<file path="src/rtl/pmc_pkg.sv">
package pmc_pkg;

  localparam int N_DOM = 4;

  typedef enum logic [1:0] {
    PM_FULL  = 2'b00,
    PM_SAVE  = 2'b01,
    PM_SLEEP = 2'b10,
    PM_STOP  = 2'b11
  } pm_mode_e;

  typedef enum logic [1:0] {
    PH_STEADY = 2'b00,
    PH_CLOSE  = 2'b01,
    PH_SWAP   = 2'b10,
    PH_SETTLE = 2'b11
  } pm_phase_e;

  // Enable bit order: 0 CPU, 1 peripherals, 2 controller, 3 timing/watchdog
  function automatic logic [N_DOM-1:0] dom_mask(pm_mode_e m);
    case (m)
      PM_FULL:  return 4'b1111;
      PM_SAVE:  return 4'b1111;
      PM_SLEEP: return 4'b1100;
      default:  return 4'b0000;
    endcase
  endfunction

  function automatic logic on_slow(pm_mode_e m);
    return (m != PM_FULL);
  endfunction

endpackage

</file>
<file path="src/rtl/pmc_req_check.sv">
module pmc_req_check
  import pmc_pkg::*;
(
  input  logic     req_fire_i,
  input  logic [1:0] req_mode_i,
  input  pm_mode_e cur_mode_i,
  output logic     req_take_o,
  output pm_mode_e req_tgt_o
);

  logic from_awake;
  logic differs;

  always_comb begin
    req_tgt_o  = pm_mode_e'(req_mode_i);
    from_awake = (cur_mode_i == PM_FULL) || (cur_mode_i == PM_SAVE);
    differs    = (req_tgt_o != cur_mode_i);
    req_take_o = req_fire_i && from_awake && differs;
  end

endmodule

</file>
<file path="src/rtl/pmc_settle_timer.sv">
module pmc_settle_timer #(
  parameter int STAB_W = 8
) (
  input  logic              clk,
  input  logic              rst_n,
  input  logic              armed_i,
  input  logic              tick_i,
  input  logic [STAB_W-1:0] len_i,
  output logic              done_o
);

  localparam int CW = STAB_W + 1;

  logic [STAB_W-1:0] cnt_q;
  logic [CW-1:0]     cnt_nx;

  assign cnt_nx = {1'b0, cnt_q} + CW'(1);
  assign done_o = armed_i && tick_i && (cnt_nx == {1'b0, len_i});

  always_ff @(posedge clk or negedge rst_n) begin
    if (!rst_n)            cnt_q <= '0;
    else if (!armed_i)     cnt_q <= '0;
    else if (tick_i)       cnt_q <= cnt_nx[STAB_W-1:0];
  end

  // while waiting, the count of ticks seen stays below the programmed length
  a_r9_count_below_len: assert property (@(posedge clk) disable iff (!rst_n)
    (armed_i && $stable(len_i)) |-> (cnt_q < len_i));

endmodule

</file>
<file path="src/rtl/pmc_dom_gates.sv">
module pmc_dom_gates
  import pmc_pkg::*;
(
  input  pm_phase_e        phase_i,
  input  pm_mode_e         mode_i,
  input  pm_mode_e         tgt_i,
  output logic [N_DOM-1:0] dom_en_o,
  output logic             clk_sel_slow_o
);

  logic [N_DOM-1:0] mask;
  logic             steady;

  assign mask   = dom_mask(mode_i);
  assign steady = (phase_i == PH_STEADY);

  for (genvar d = 0; d < N_DOM; d++) begin : g_dom
    assign dom_en_o[d] = steady && mask[d];
  end

  assign clk_sel_slow_o = (phase_i == PH_SWAP) ? on_slow(tgt_i) : on_slow(mode_i);

endmodule

</file>
<file path="src/rtl/pmc_seq.sv">
module pmc_seq
  import pmc_pkg::*;
(
  input  logic      clk,
  input  logic      rst_n,
  input  logic      req_take_i,
  input  pm_mode_e  req_tgt_i,
  input  logic      wake_i,
  input  logic      settle_zero_i,
  input  logic      settle_done_i,
  output pm_mode_e  mode_o,
  output pm_mode_e  tgt_o,
  output pm_phase_e phase_o
);

  pm_mode_e  mode_q, mode_d, tgt_q, tgt_d;
  pm_phase_e phase_q, phase_d;

  always_comb begin
    mode_d  = mode_q;
    tgt_d   = tgt_q;
    phase_d = phase_q;
    case (phase_q)
      PH_STEADY: begin
        if (req_take_i) begin
          if (on_slow(req_tgt_i) == on_slow(mode_q)) begin
            mode_d = req_tgt_i;
          end else begin
            tgt_d   = req_tgt_i;
            phase_d = PH_CLOSE;
          end
        end else if (wake_i && mode_q == PM_SLEEP) begin
          tgt_d   = PM_FULL;
          phase_d = PH_CLOSE;
        end else if (wake_i && mode_q == PM_STOP) begin
          tgt_d   = PM_FULL;
          phase_d = settle_zero_i ? PH_CLOSE : PH_SETTLE;
        end
      end
      PH_CLOSE:  phase_d = PH_SWAP;
      PH_SWAP: begin
        mode_d  = tgt_q;
        phase_d = PH_STEADY;
      end
      default: if (settle_done_i) phase_d = PH_CLOSE;
    endcase
  end

  always_ff @(posedge clk or negedge rst_n) begin
    if (!rst_n) begin
      mode_q  <= PM_FULL;
      tgt_q   <= PM_FULL;
      phase_q <= PH_STEADY;
    end else begin
      mode_q  <= mode_d;
      tgt_q   <= tgt_d;
      phase_q <= phase_d;
    end
  end

  assign mode_o  = mode_q;
  assign tgt_o   = tgt_q;
  assign phase_o = phase_q;

  // the low-power modes are left only towards full speed
  a_r10_exit_to_full: assert property (@(posedge clk) disable iff (!rst_n)
    (($past(mode_q) == PM_SLEEP || $past(mode_q) == PM_STOP) && mode_q != $past(mode_q))
      |-> (mode_q == PM_FULL));

  // a same-clock change of mode happens only from a steady phase
  a_r5_direct_from_steady: assert property (@(posedge clk) disable iff (!rst_n)
    (mode_q != $past(mode_q) && $past(phase_q) != PH_SWAP)
      |-> ($past(phase_q) == PH_STEADY && phase_q == PH_STEADY));

endmodule

</file>
<file path="src/rtl/pmc_top.sv">
module pmc_top
  import pmc_pkg::*;
#(
  parameter int STAB_W = 8
) (
  input  logic              clk,
  input  logic              rst_n,
  input  logic              req_valid_i,
  input  logic [1:0]        req_mode_i,
  output logic              req_ready_o,
  input  logic              wake_i,
  input  logic              slow_tick_i,
  input  logic [STAB_W-1:0] settle_len_i,
  output logic              clk_sel_slow_o,
  output logic [3:0]        dom_en_o,
  output logic [1:0]        mode_o
);

  pm_mode_e  cur_mode, tgt_mode, req_tgt;
  pm_phase_e phase;
  logic      req_take, settle_done, settle_zero;

  assign req_ready_o = (phase == PH_STEADY);
  assign settle_zero = (settle_len_i == '0);
  assign mode_o      = cur_mode;

  pmc_req_check u_check (
    .req_fire_i (req_valid_i && req_ready_o),
    .req_mode_i (req_mode_i),
    .cur_mode_i (cur_mode),
    .req_take_o (req_take),
    .req_tgt_o  (req_tgt)
  );

  pmc_settle_timer #(.STAB_W(STAB_W)) u_timer (
    .clk     (clk),
    .rst_n   (rst_n),
    .armed_i (phase == PH_SETTLE),
    .tick_i  (slow_tick_i),
    .len_i   (settle_len_i),
    .done_o  (settle_done)
  );

  pmc_seq u_seq (
    .clk           (clk),
    .rst_n         (rst_n),
    .req_take_i    (req_take),
    .req_tgt_i     (req_tgt),
    .wake_i        (wake_i),
    .settle_zero_i (settle_zero),
    .settle_done_i (settle_done),
    .mode_o        (cur_mode),
    .tgt_o         (tgt_mode),
    .phase_o       (phase)
  );

  pmc_dom_gates u_gates (
    .phase_i        (phase),
    .mode_i         (cur_mode),
    .tgt_i          (tgt_mode),
    .dom_en_o       (dom_en_o),
    .clk_sel_slow_o (clk_sel_slow_o)
  );

  // the select moves only inside a window of closed enables
  a_r7_sel_gap: assert property (@(posedge clk) disable iff (!rst_n)
    (clk_sel_slow_o != $past(clk_sel_slow_o)) |-> (dom_en_o == '0 && $past(dom_en_o) == '0));

  // the settle wait in stop ends only on a slow tick
  a_r9_settle_on_tick: assert property (@(posedge clk) disable iff (!rst_n)
    ($past(phase) == PH_SETTLE && phase == PH_CLOSE) |-> $past(slow_tick_i));

  // in steady stop every enable is closed
  a_r2_stop_closed: assert property (@(posedge clk) disable iff (!rst_n)
    (mode_o == 2'b11) |-> (dom_en_o == 4'b0000));

  // an offer while ready is low leaves the mode untouched on the next edge unless a swap completes
  a_r3_no_take_busy: assert property (@(posedge clk) disable iff (!rst_n)
    (req_valid_i && !req_ready_o && phase != PH_SWAP) |=> $stable(mode_o));

endmodule

</file>
<file path="config.mk">
export PLATFORM = sky130hd
export DESIGN_NAME = pmc_top
export DESIGN_NICKNAME = d
export VERILOG_FILES = /design/src/rtl/pmc_pkg.sv /design/src/rtl/pmc_req_check.sv /design/src/rtl/pmc_settle_timer.sv /design/src/rtl/pmc_dom_gates.sv /design/src/rtl/pmc_seq.sv /design/src/rtl/pmc_top.sv
export SDC_FILE = /design/constraint.sdc
export NUM_CORES = 1
export LEC_CHECK = 0
export ABC_AREA = 1
export BUFFER_PORTS_ARGS = -buffer_cell sky130_fd_sc_hd__clkbuf_2
export CAP_MARGIN = 40
export CORE_ASPECT_RATIO = 1.4
export CORE_MARGIN = 5
export CORE_UTILIZATION = 55
export DETAILED_ROUTE_END_ITERATION = 12
export PLACE_DENSITY_LB_ADDON = 0.25
export SYNTH_ARGS = -nofsm -noshare
export SYNTH_HDL_FRONTEND = slang
export SYNTH_HIERARCHICAL = 1
export SYNTH_SLANG_ARGS = --single-unit
</file>
<file path="constraint.sdc">
create_clock -name clk -period 2.2 [get_ports clk]
set_input_delay 0.22 -clock clk [delete_from_list [all_inputs] [get_ports clk]]
set_output_delay 0.22 -clock clk [all_outputs]
set_load 0.01 [all_outputs]
</file>
==> run metrics, run 1 <==
status finished clean; TNS Setup 0 ns; routed len/inst 10.8 um; worst vdd ir 0.000677 V; Post-Synth Adder-Cell Area 4.95%; GRT overflow 0; ant diodes 0; asr flop ratio synth 100%; most frequent cell after synthesis nand2_1; Post-Syn Area 1260 um2; gr usage total 19.2%; fin area 1460 um2; CTS buffer count 3; initial antenna violation count 0; CTS sink cnt 14; routability cong. 0.837; Residual DRC 0; Worst path slowest cell dfrtp_2; combinational family with the most area after synthesis simple AND/OR/NAND/NOR gates; first-pass GRT wire length 5200 um; CP required 2.37 ns; final-report hold violation count 0; Starting Density 58.1%; count of input and output buffers 22; Seq pwr share 28.3%; CP Launch Type flop; vias per cell 5.04; Slew @ Worst Pin 0.377 ns; vias 1,300; Mapped Avg Cell Area 6.05 um2; layout cells sized above 1 21.6%; CP Cell Sequence ha_2, inv_1, a21oi_1, nand2_1, nor3_1, nand3_1, nor3_2, nor2_1, nand2_1, nand2_1, inv_1, nand2_1, nand2_1, nand2_1; # fillers 210; Layout area overhead 15.2%; placed cell count 252; Rel. slew slack 74.9%; mux contribution to synthesized area 0%; Die W 50.5 um; pre-CTS worst setup slack 0.265 ns; RSZ-0062 raised after global routing false; IO Count 23; Final #Nets 257; Yosys top cell area share 27.7%; highest cell delay on the worst timing path 0.44 ns; CTS H-tree depth 1; Setup CP Type flop to flop; Int Pwr 0.721 mW; Synth Area in Compound Gates 7.52%; Setup violations, final 0; Crit Path Max Fanout 5; post-synthesis simple-gate area fraction 45.3%; NetSw 0.653 mW; Die ar. 3370 um2; WL final 2780 um; Synth cell types 21; root buf cell clkbuf_4; switch share 47.5%; Max Cap Violations 0; Yosys reg bits 14; top post-synthesis cells by count nand2_1, inv_1, nor2_1; CTS tree done; FP Rows 20; Worst Path Arrival 2.11 ns; detailed placement HPWL 2250 um; skew final 0.00421 ns; Fin Hold WS 0.220 ns; antenna-violating nets left 0; initial DRC count 12; largest net degree at the start of global routing 15; Skew-Pair Late Insertion Delay 0.28 ns; Die Height 66.7 um; Clock Path Buffers 2; final std cells w/o fill 258; top post-synthesis cells by area dfrtp_1, nand2_1, inv_1; area leader, netlist dfrtp_1; CP delay by family, top simple AND/OR/NAND/NOR gates; vias in the first global route 1,236; Comb pwr share 58.2%; Crit. End Element flop; Slew Limit Fails 0; Leakage 0.807 nW; clock share of power 13.5%; core area 2180 um2; Synth Area in XOR/XNOR 0%; Final Critical Period 1.94 ns; Syn Nets 229; most used cell, CP nand2_1; sequential area share after synthesis 27.7%; Worst-path clk slew 0.09 ns; Syn Inst Count 209; power per cell area 943 nW/um2; ys flop type dfrtp_1; drt pass-1 iters 4; worst hold path class input pin to flop; yosys warns 6; maximum clock frequency 517 MHz; final setup margin 0.265 ns; CP Buf/Inv Count 2; Post-synth EDFFs 0; crit share post-route 88.0%; Placed Area 1400 um2
==> timing repair <==
action | 4_1_cts | 5_1_grt
setup endpoints to repair | 0 | 1
endpoints found under the hold margin | 14 | 0
gates resized for setup | 0 | 3
hold buffers | 1 | 0
setup buffers | 0 | 1
==> area by class of cell <==
| type | instances | area [um2] | share of cell area (%) |
|---|---|---|---|
| Multi-Input combinational cell | 150 | 738 | 50.6 |
| Sequential cell | 14 | 352 | 24.1 |
| Inverter | 41 | 154 | 10.6 |
| Timing Repair Buffer | 27 | 150 | 10.3 |
| Clock buffer | 4 | 36.3 | 2.49 |
| Tap cell | 22 | 27.5 | 1.89 |
==> layer usage <==
layer  global-route usage (%)  part of all wire [%]
met3                    0.895                   3.0
met5                        0                     0
met4                     5.75                  0.97
met1                     22.4                    42
met2                     36.5                    54
==> per-stage QoR <==
stage / utilization (%) / power [mW]
3_3_place_gp: 64.1 / 1.19
5_1_grt: 67.0 / 1.54
3_5_place_dp: 64.1 / 1.19
4_1_cts: 66.2 / 1.39
6_report: 67.0 / 1.37
2_1_floorplan: - / 0.970
==> path summary, 6_finish.rpt <==
path                                  startpoint  cells past startpoint                to  slack [ns]
worst max-delay path            u_timer/cnt_q[0]                     14  u_seq/phase_o[0]        0.26
worst min-delay path               req_mode_i[1]                      3    u_seq/tgt_o[1]        0.22
worst max register to register  u_timer/cnt_q[0]                     14  u_seq/phase_o[0]        0.26
worst min register to register    u_seq/tgt_o[0]                      2    u_seq/tgt_o[0]        0.54
max in group asynchronous                  rst_n                      2  u_timer/cnt_q[0]        1.53
min in group asynchronous                  rst_n                      2  u_timer/cnt_q[2]        0.38
==> worst reg2reg max path, delay by kind of cell, from the launching register on <==
kind	cells	cell delay, ns
simple gates	10	0.84
flops	1	0.44
fa+ha+maj	1	0.31
buf+inv	2	0.13
compound gates	1	0.12
==> cells in the final DEF (no fill, tap or decap) <==
master | Yosys | final
a21oi_1 | 2 | 2
buf_4 | 4 | 4
clkbuf_2 | 0 | 22
clkbuf_4 | 0 | 3
clkbuf_8 | 0 | 1
dfrtp_1 | 14 | 13
dfrtp_2 | 0 | 1
dlygate4sd3_1 | 0 | 1
ha_1 | 5 | 4
ha_2 | 0 | 1
inv_1 | 39 | 39
inv_2 | 2 | 2
nand2_1 | 69 | 69
nand2_2 | 8 | 8
nand3_1 | 17 | 16
nand3_2 | 2 | 3
nand3b_1 | 3 | 3
nand4_1 | 2 | 2
nor2_1 | 19 | 19
nor2_2 | 4 | 4
nor3_1 | 2 | 2
nor3_2 | 1 | 1
nor3b_1 | 1 | 1
o21ai_0 | 7 | 7
o21ai_1 | 2 | 2
o21ai_2 | 1 | 1
o22ai_1 | 5 | 5
==> sequential cells by signal, summed over array words and instances (netlist names) <==
signal / flops
u_timer/cnt_q: 8
u_seq/mode_o: 2
u_seq/tgt_o: 2
u_seq/phase_o: 2
==> power by group through the flow <==
stage	Sequential, mW	Clock, mW	Combinational [mW]
after CTS	0.390	0.193	0.807
after global routing	0.400	0.205	0.932
after detailed placement	0.394	0	0.801
after global placement	0.392	0	0.796
after floorplan	0.414	0	0.556
final	0.388	0.186	0.800
==> cell families after synthesis <==
group,after synthesis
buffers and inverters,45
and+or+nand+nor,128
adders and majority gates,5
DFF,14
AOI/OAI and AO/OA,17
(Power assumes the default switching activity.)
==> inputs of run 2 (changes only) <==
--- a/config.mk
+++ b/config.mk
@@ -12,6 +12,7 @@
 export CORE_MARGIN = 5
 export CORE_UTILIZATION = 55
 export DETAILED_ROUTE_END_ITERATION = 12
+export GPL_TIMING_DRIVEN = 0
 export PLACE_DENSITY_LB_ADDON = 0.25
 export SYNTH_ARGS = -nofsm -noshare
 export SYNTH_HDL_FRONTEND = slang
==> run 2 against run 1 <==
  * Core utilization up 3.1 points
  * Critical endpoint unchanged
  * First-iteration DRC count rose to 3.9 times the previous value
  * Clock skew down 0.0023 ns
  * Register-to-register slack worse by 0.02 ns
  * Largest cell class unchanged
  * Final area up 4.6%
  * Flip-flop and latch count unchanged
  * Non-clock buffer count up 7
==> run metrics, run 2 (same netlist as run 1, synthesis figures left out) <==
CP Launch Type flop; CTS sink cnt 14; status finished clean; Final Critical Period 1.96 ns; Crit. End Element flop; Die ar. 3370 um2; NetSw 0.691 mW; Skew-Pair Late Insertion Delay 0.28 ns; final std cells w/o fill 265; final-report hold violation count 0; clock share of power 12.6%; cell depth of the worst setup path 15; routed len/inst 11.2 um; Slew @ Worst Pin 0.349 ns; Comb pwr share 59.0%; switch share 46.6%; initial DRC count 47; Worst-path clk slew 0.09 ns; highest cell delay on the worst timing path 0.46 ns; vias 1,362; max reg flops 8; placed cell count 253; FP Rows 20; worst hold path class input pin to flop; Crit. Startpoint u_timer/cnt_q[0]; crit path capture u_seq/phase_o[0]; largest net degree at the start of global routing 15; CTS buffer count 3; total power 1.48 mW; worst vdd ir 0.000649 V; Max Cap Violations 0; root buf cell clkbuf_4; Slew Limit Fails 0; Final #Nets 264; Residual DRC 0; final core utilization 70.1%; Crit Path Max Fanout 5; CP Buf/Inv Count 1; Die W 50.5 um; TNS Setup 0 ns; CP Cell Sequence ha_4, nand3_1, nand2_1, nand3_1, nand2_1, nor2_1, nand2_1, nor3_2, nor2_1, nand2_1, nand2_1, inv_1, nand2_1, nand2_1, nand2_1; vias in the first global route 1,319; FF-to-FF Start u_timer/cnt_q[0]; CTS H-tree depth 1; drt pass-1 iters 4; antenna-violating nets left 0; first-pass GRT wire length 5160 um; count of input and output buffers 22; Clock Path Buffers 2; crit share post-route 89.0%; GRT overflow 0; Setup violations, final 0; # fillers 216; most common cell after layout, fill and taps aside nand2_1; maximum clock frequency 511 MHz; fin area 1530 um2; IO Count 23; Rel. slew slack 76.8%; Placed Area 1400 um2; layout cells sized above 1 25.1%; routability cong. 0.894; largest register by flop count u_timer/cnt_q; Seq pwr share 28.3%; hold path cells 4; Layout area overhead 20.6%; r2r setup slk 0.24 ns; CTS tree done; CP delay by family, top simple AND/OR/NAND/NOR gates; power per cell area 971 nW/um2; initial antenna violation count 0; Worst Path Arrival 2.14 ns; core area 2180 um2; WL final 2980 um; Int Pwr 0.791 mW; Die Height 66.7 um; Starting Density 58.1%; vias per cell 5.14; most used cell, CP nand2_1; ant diodes 0; most frequent cells in the layout nand2_1, inv_1, clkbuf_2; RR Endpoint u_seq/phase_o[0]; r2r worst-path depth 15; Setup CP Type flop to flop; detailed placement HPWL 2350 um; gr usage total 19.2%; Leakage 0.841 nW; Worst path slowest cell dfrtp_2; CP required 2.38 ns; RSZ-0062 raised after global routing false; skew final 0.00192 ns
## run 2: worst min path at each step
stage / start / end / slack, ns
CTS: slow_tick_i / u_timer/cnt_q[1] / 0.22
global placement: rst_n / u_timer/cnt_q[0] / 0.15
global route: slow_tick_i / u_timer/cnt_q[1] / 0.29
floorplan: rst_n / u_seq/mode_o[0] / -0.08
finish: slow_tick_i / u_timer/cnt_q[1] / 0.24
detailed placement: rst_n / u_timer/cnt_q[2] / 0.15
## run 2: area by class of cell
type / count / area [um2] / area share (%)
sequential: 14 / 354 / 23.2
buffer: 4 / 30.0 / 1.97
multi-input combinational: 150 / 751 / 49.2
inverter: 41 / 154 / 10.1
tap: 22 / 27.5 / 1.80
clock buffer: 4 / 36.3 / 2.38
timing repair buffer: 30 / 173 / 11.3
## run 2: worst reg2reg max path: stages (launching register included)
cell,delay [ns]
dfrtp_2,0.46
ha_4,0.19
nand3_1,0.15
nand2_1,0.11
nand3_1,0.10
nand2_1,0.05
nor2_1,0.11
nand2_1,0.07
nor3_2,0.15
nor2_1,0.07
nand2_1,0.06
nand2_1,0.05
inv_1,0.08
nand2_1,0.07
nand2_1,0.07
nand2_1,0.05
## run 2: layer usage
metal,up-vias,share of wire (%),track usage [%]
met2,25,54,36.2
met3,8,3.6,0.671
met5,-,0,0
met4,0,2.4,8.63
li1,712,-,-
met1,617,40,21.7
## run 2: metrics by stage
step / setup WS (ns) / hold WS, ns
final: 0.243 / 0.238
after detailed placement: -0.0559 / 0.146
after floorplan: 0.391 / -0.0756
after global placement: -0.0409 / 0.147
after global routing: 0.0217 / 0.289
after CTS: 0.0427 / 0.221
## run 2: what timing repair did
| item | CTS | global route |
|---|---|---|
| setup buffers | 0 | 7 |
| endpoints found under the hold margin | 14 | 0 |
| setup endpoints to repair | 2 | 2 |
| gates cloned | 0 | 0 |
| hold buffers | 1 | 0 |
| resized for setup | 2 | 5 |
## run 2: power by group through the flow
stage | logic [mW] | registers, mW | clock network [mW]
floorplan | 0.556 | 0.414 | 0
global placement | 0.744 | 0.442 | 0
detailed placement | 0.764 | 0.440 | 0
CTS | 0.768 | 0.439 | 0.194
global route | 1.00 | 0.430 | 0.208
finish | 0.875 | 0.420 | 0.187
==> inputs of run 3 (changes only) <==
--- a/config.mk
+++ b/config.mk
@@ -5,15 +5,15 @@
 export SDC_FILE = /design/constraint.sdc
 export NUM_CORES = 1
 export LEC_CHECK = 0
-export ABC_AREA = 1
 export BUFFER_PORTS_ARGS = -buffer_cell sky130_fd_sc_hd__clkbuf_2
 export CAP_MARGIN = 40
 export CORE_ASPECT_RATIO = 1.4
 export CORE_MARGIN = 5
-export CORE_UTILIZATION = 55
+export CORE_UTILIZATION = 54
 export DETAILED_ROUTE_END_ITERATION = 12
 export GPL_TIMING_DRIVEN = 0
 export PLACE_DENSITY_LB_ADDON = 0.25
+export REMOVE_ABC_BUFFERS = 1
 export SYNTH_ARGS = -nofsm -noshare
 export SYNTH_HDL_FRONTEND = slang
 export SYNTH_HIERARCHICAL = 1
==> run 3 against run 2 <==
  * The run now ends with negative setup slack left
  * Die area shrank 8.0%
  * Area after synthesis is 11% lower
  * Critical path depth fell by 5
==> run metrics, run 3 <==
Yosys reg bits 14; asr flop ratio synth 100%; Die ar. 3100 um2; largest net degree at the start of global routing 15; ant diodes 0; CTS buffer count 3; Post-synth EDFFs 0; layout cells sized above 1 39.6%; Final #Nets 181; routability cong. 0.889; final setup margin -0.109 ns; Max Cap Violations 0; vias 1,032; IO Count 23; Worst Path Arrival 2.50 ns; yosys warns 6; most frequent cells in the layout clkbuf_2, buf_4, xnor2_1; CTS H-tree depth 1; worst vdd ir 0.000539 V; status finished with violations; skew final 0.0109 ns; Worst-path clk slew 0.09 ns; core area 1970 um2; gr usage total 17.8%; total power 1.31 mW; final-report hold violation count 0; most frequent cell after synthesis dfrtp_1; Syn Inst Count 120; initial antenna violation count 0; Die Height 63.9 um; ys flop type dfrtp_1; power per cell area 904 nW/um2; Mapped Avg Cell Area 9.35 um2; GRT overflow 0; Die W 48.5 um; Crit. End Element flop; sequential area share after synthesis 31.2%; worst hold path class input pin to flop; count of input and output buffers 22; failing checks negative setup slack; Setup CP Type flop to flop; Int Pwr 0.742 mW; vias per cell 5.73; Post-Syn Area 1120 um2; Leakage 0.651 nW; area leader, netlist dfrtp_1; CP Launch Type flop; NetSw 0.563 mW; CTS tree done; Slew @ Worst Pin 0.373 ns; Starting Density 56.9%; largest register by flop count u_timer/cnt_q; maximum clock frequency 433 MHz; Clock Path Buffers 2; CP required 2.39 ns; crit share post-route 105%; root buf cell clkbuf_4; Yosys top cell area share 31.2%; initial DRC count 41; Crit Path Max Fanout 3; routed len/inst 15.8 um; first-pass GRT wire length 4440 um; Layout area overhead 28.8%; Rel. slew slack 75.1%; Final Critical Period 2.31 ns; top post-synthesis cells by count dfrtp_1, xnor2_1, nand2_1; Setup violations, final 1; Residual DRC 0; most common cell after layout, fill and taps aside clkbuf_2; antenna-violating nets left 0; top post-synthesis cells by area dfrtp_1, xnor2_1, ha_1; max reg flops 8; detailed placement HPWL 1880 um; Seq pwr share 32.6%; vias in the first global route 982; clock share of power 11.4%; Comb pwr share 56.0%; pre-CTS worst setup slack -0.203 ns; FP Rows 19; RSZ-0062 raised after global routing true; Slew Limit Fails 0; Synth cell types 39; switch share 43.1%; drt pass-1 iters 4; CTS sink cnt 14; Skew-Pair Late Insertion Delay 0.29 ns; WL final 2840 um
run 3: cell types whose count changed after synthesis, moves of 7 or more:
cell and change:
nand2_1 -61, inv_1 -33, nand3_1 -15, nor2_1 -13
xnor2_1 +13, nand2_2 -8, and2_1 +7
run 3: what timing repair did:
action | CTS | global route
hold buffers | 1 | 0
endpoints found under the hold margin | 14 | 0
resized for setup | 9 | 6
setup buffers | 3 | 15
gates cloned | 0 | 0
endpoints found under the setup margin | 2 | 2
pin swaps | 4 | 3
run 3: path summary, 6_finish.rpt:
check / from / endpoint / slack (ns) / depth (start not counted)
max: u_timer/cnt_q[0] / u_seq/phase_o[1] / -0.11 / 10
min: slow_tick_i / u_timer/cnt_q[1] / 0.35 / 3
max reg2reg: u_timer/cnt_q[0] / u_seq/phase_o[1] / -0.11 / 10
min reg2reg: u_seq/tgt_o[1] / u_seq/tgt_o[1] / 0.57 / 1
max in group asynchronous: rst_n / u_timer/cnt_q[0] / 1.53 / 2
min in group asynchronous: rst_n / u_timer/cnt_q[7] / 0.37 / 2
run 3: kinds of logic after synthesis:
logic type      synth area share (%)
compound gates                  12.9
flops                           31.2
buf+inv                         5.02
fa+ha+maj                       5.57
mux                             9.48
simple gates                    21.1
xor+xnor                        14.7
run 3: power by group through the flow:
stage | clock (mW) | sequential [mW] | combinational, mW
6_report | 0.149 | 0.425 | 0.731
5_1_grt | 0.169 | 0.443 | 0.800
4_1_cts | 0.153 | 0.426 | 0.709
3_5_place_dp | 0 | 0.432 | 0.674
3_3_place_gp | 0 | 0.427 | 0.654
2_1_floorplan | 0 | 0.414 | 0.479
run 3: critical path, cell delays in order, from the launching register on:
cell and delay, ns:
dfrtp_2 0.42, buf_4 0.15, ha_4 0.23, xnor2_1 0.16
o2111ai_1 0.15, a2111oi_2 0.26, and4_1 0.25, nor4_1 0.05
a21oi_1 0.17, o21ai_2 0.10, mux2_2 0.27
run 3: metal layers:
layer / vias up / GRT usage, % / routed length [um]
met3: 6 / 3.26 / 162
met5: - / 0 / 0
met2: 43 / 31.5 / 1490
li1: 501 / - / -
met4: 0 / 9.09 / 61
met1: 482 / 20.0 / 1130
run 3: area by class of cell:
type / instances / area, um2
well taps: 21 / 26.3
fillers: 143 / 528
multi-input cells: 95 / 757
clock buffers: 3 / 22.5
inverters: 6 / 22.5
repair buffers: 41 / 259
flip-flops and latches: 14 / 358
run 3: per-stage QoR:
stage	setup TNS [ns]	hold slack, ns	std cells	instance area, um2	util, %
after detailed placement	-0.270	0.147	158	1220	62.1
after global placement	-0.344	0.138	158	1220	62.1
after global routing	-0.196	0.359	180	1450	73.2
after CTS	0	0.349	165	1310	66.3
final	-0.109	0.353	180	1450	73.2
after floorplan	0	-0.0756	115	1090	-
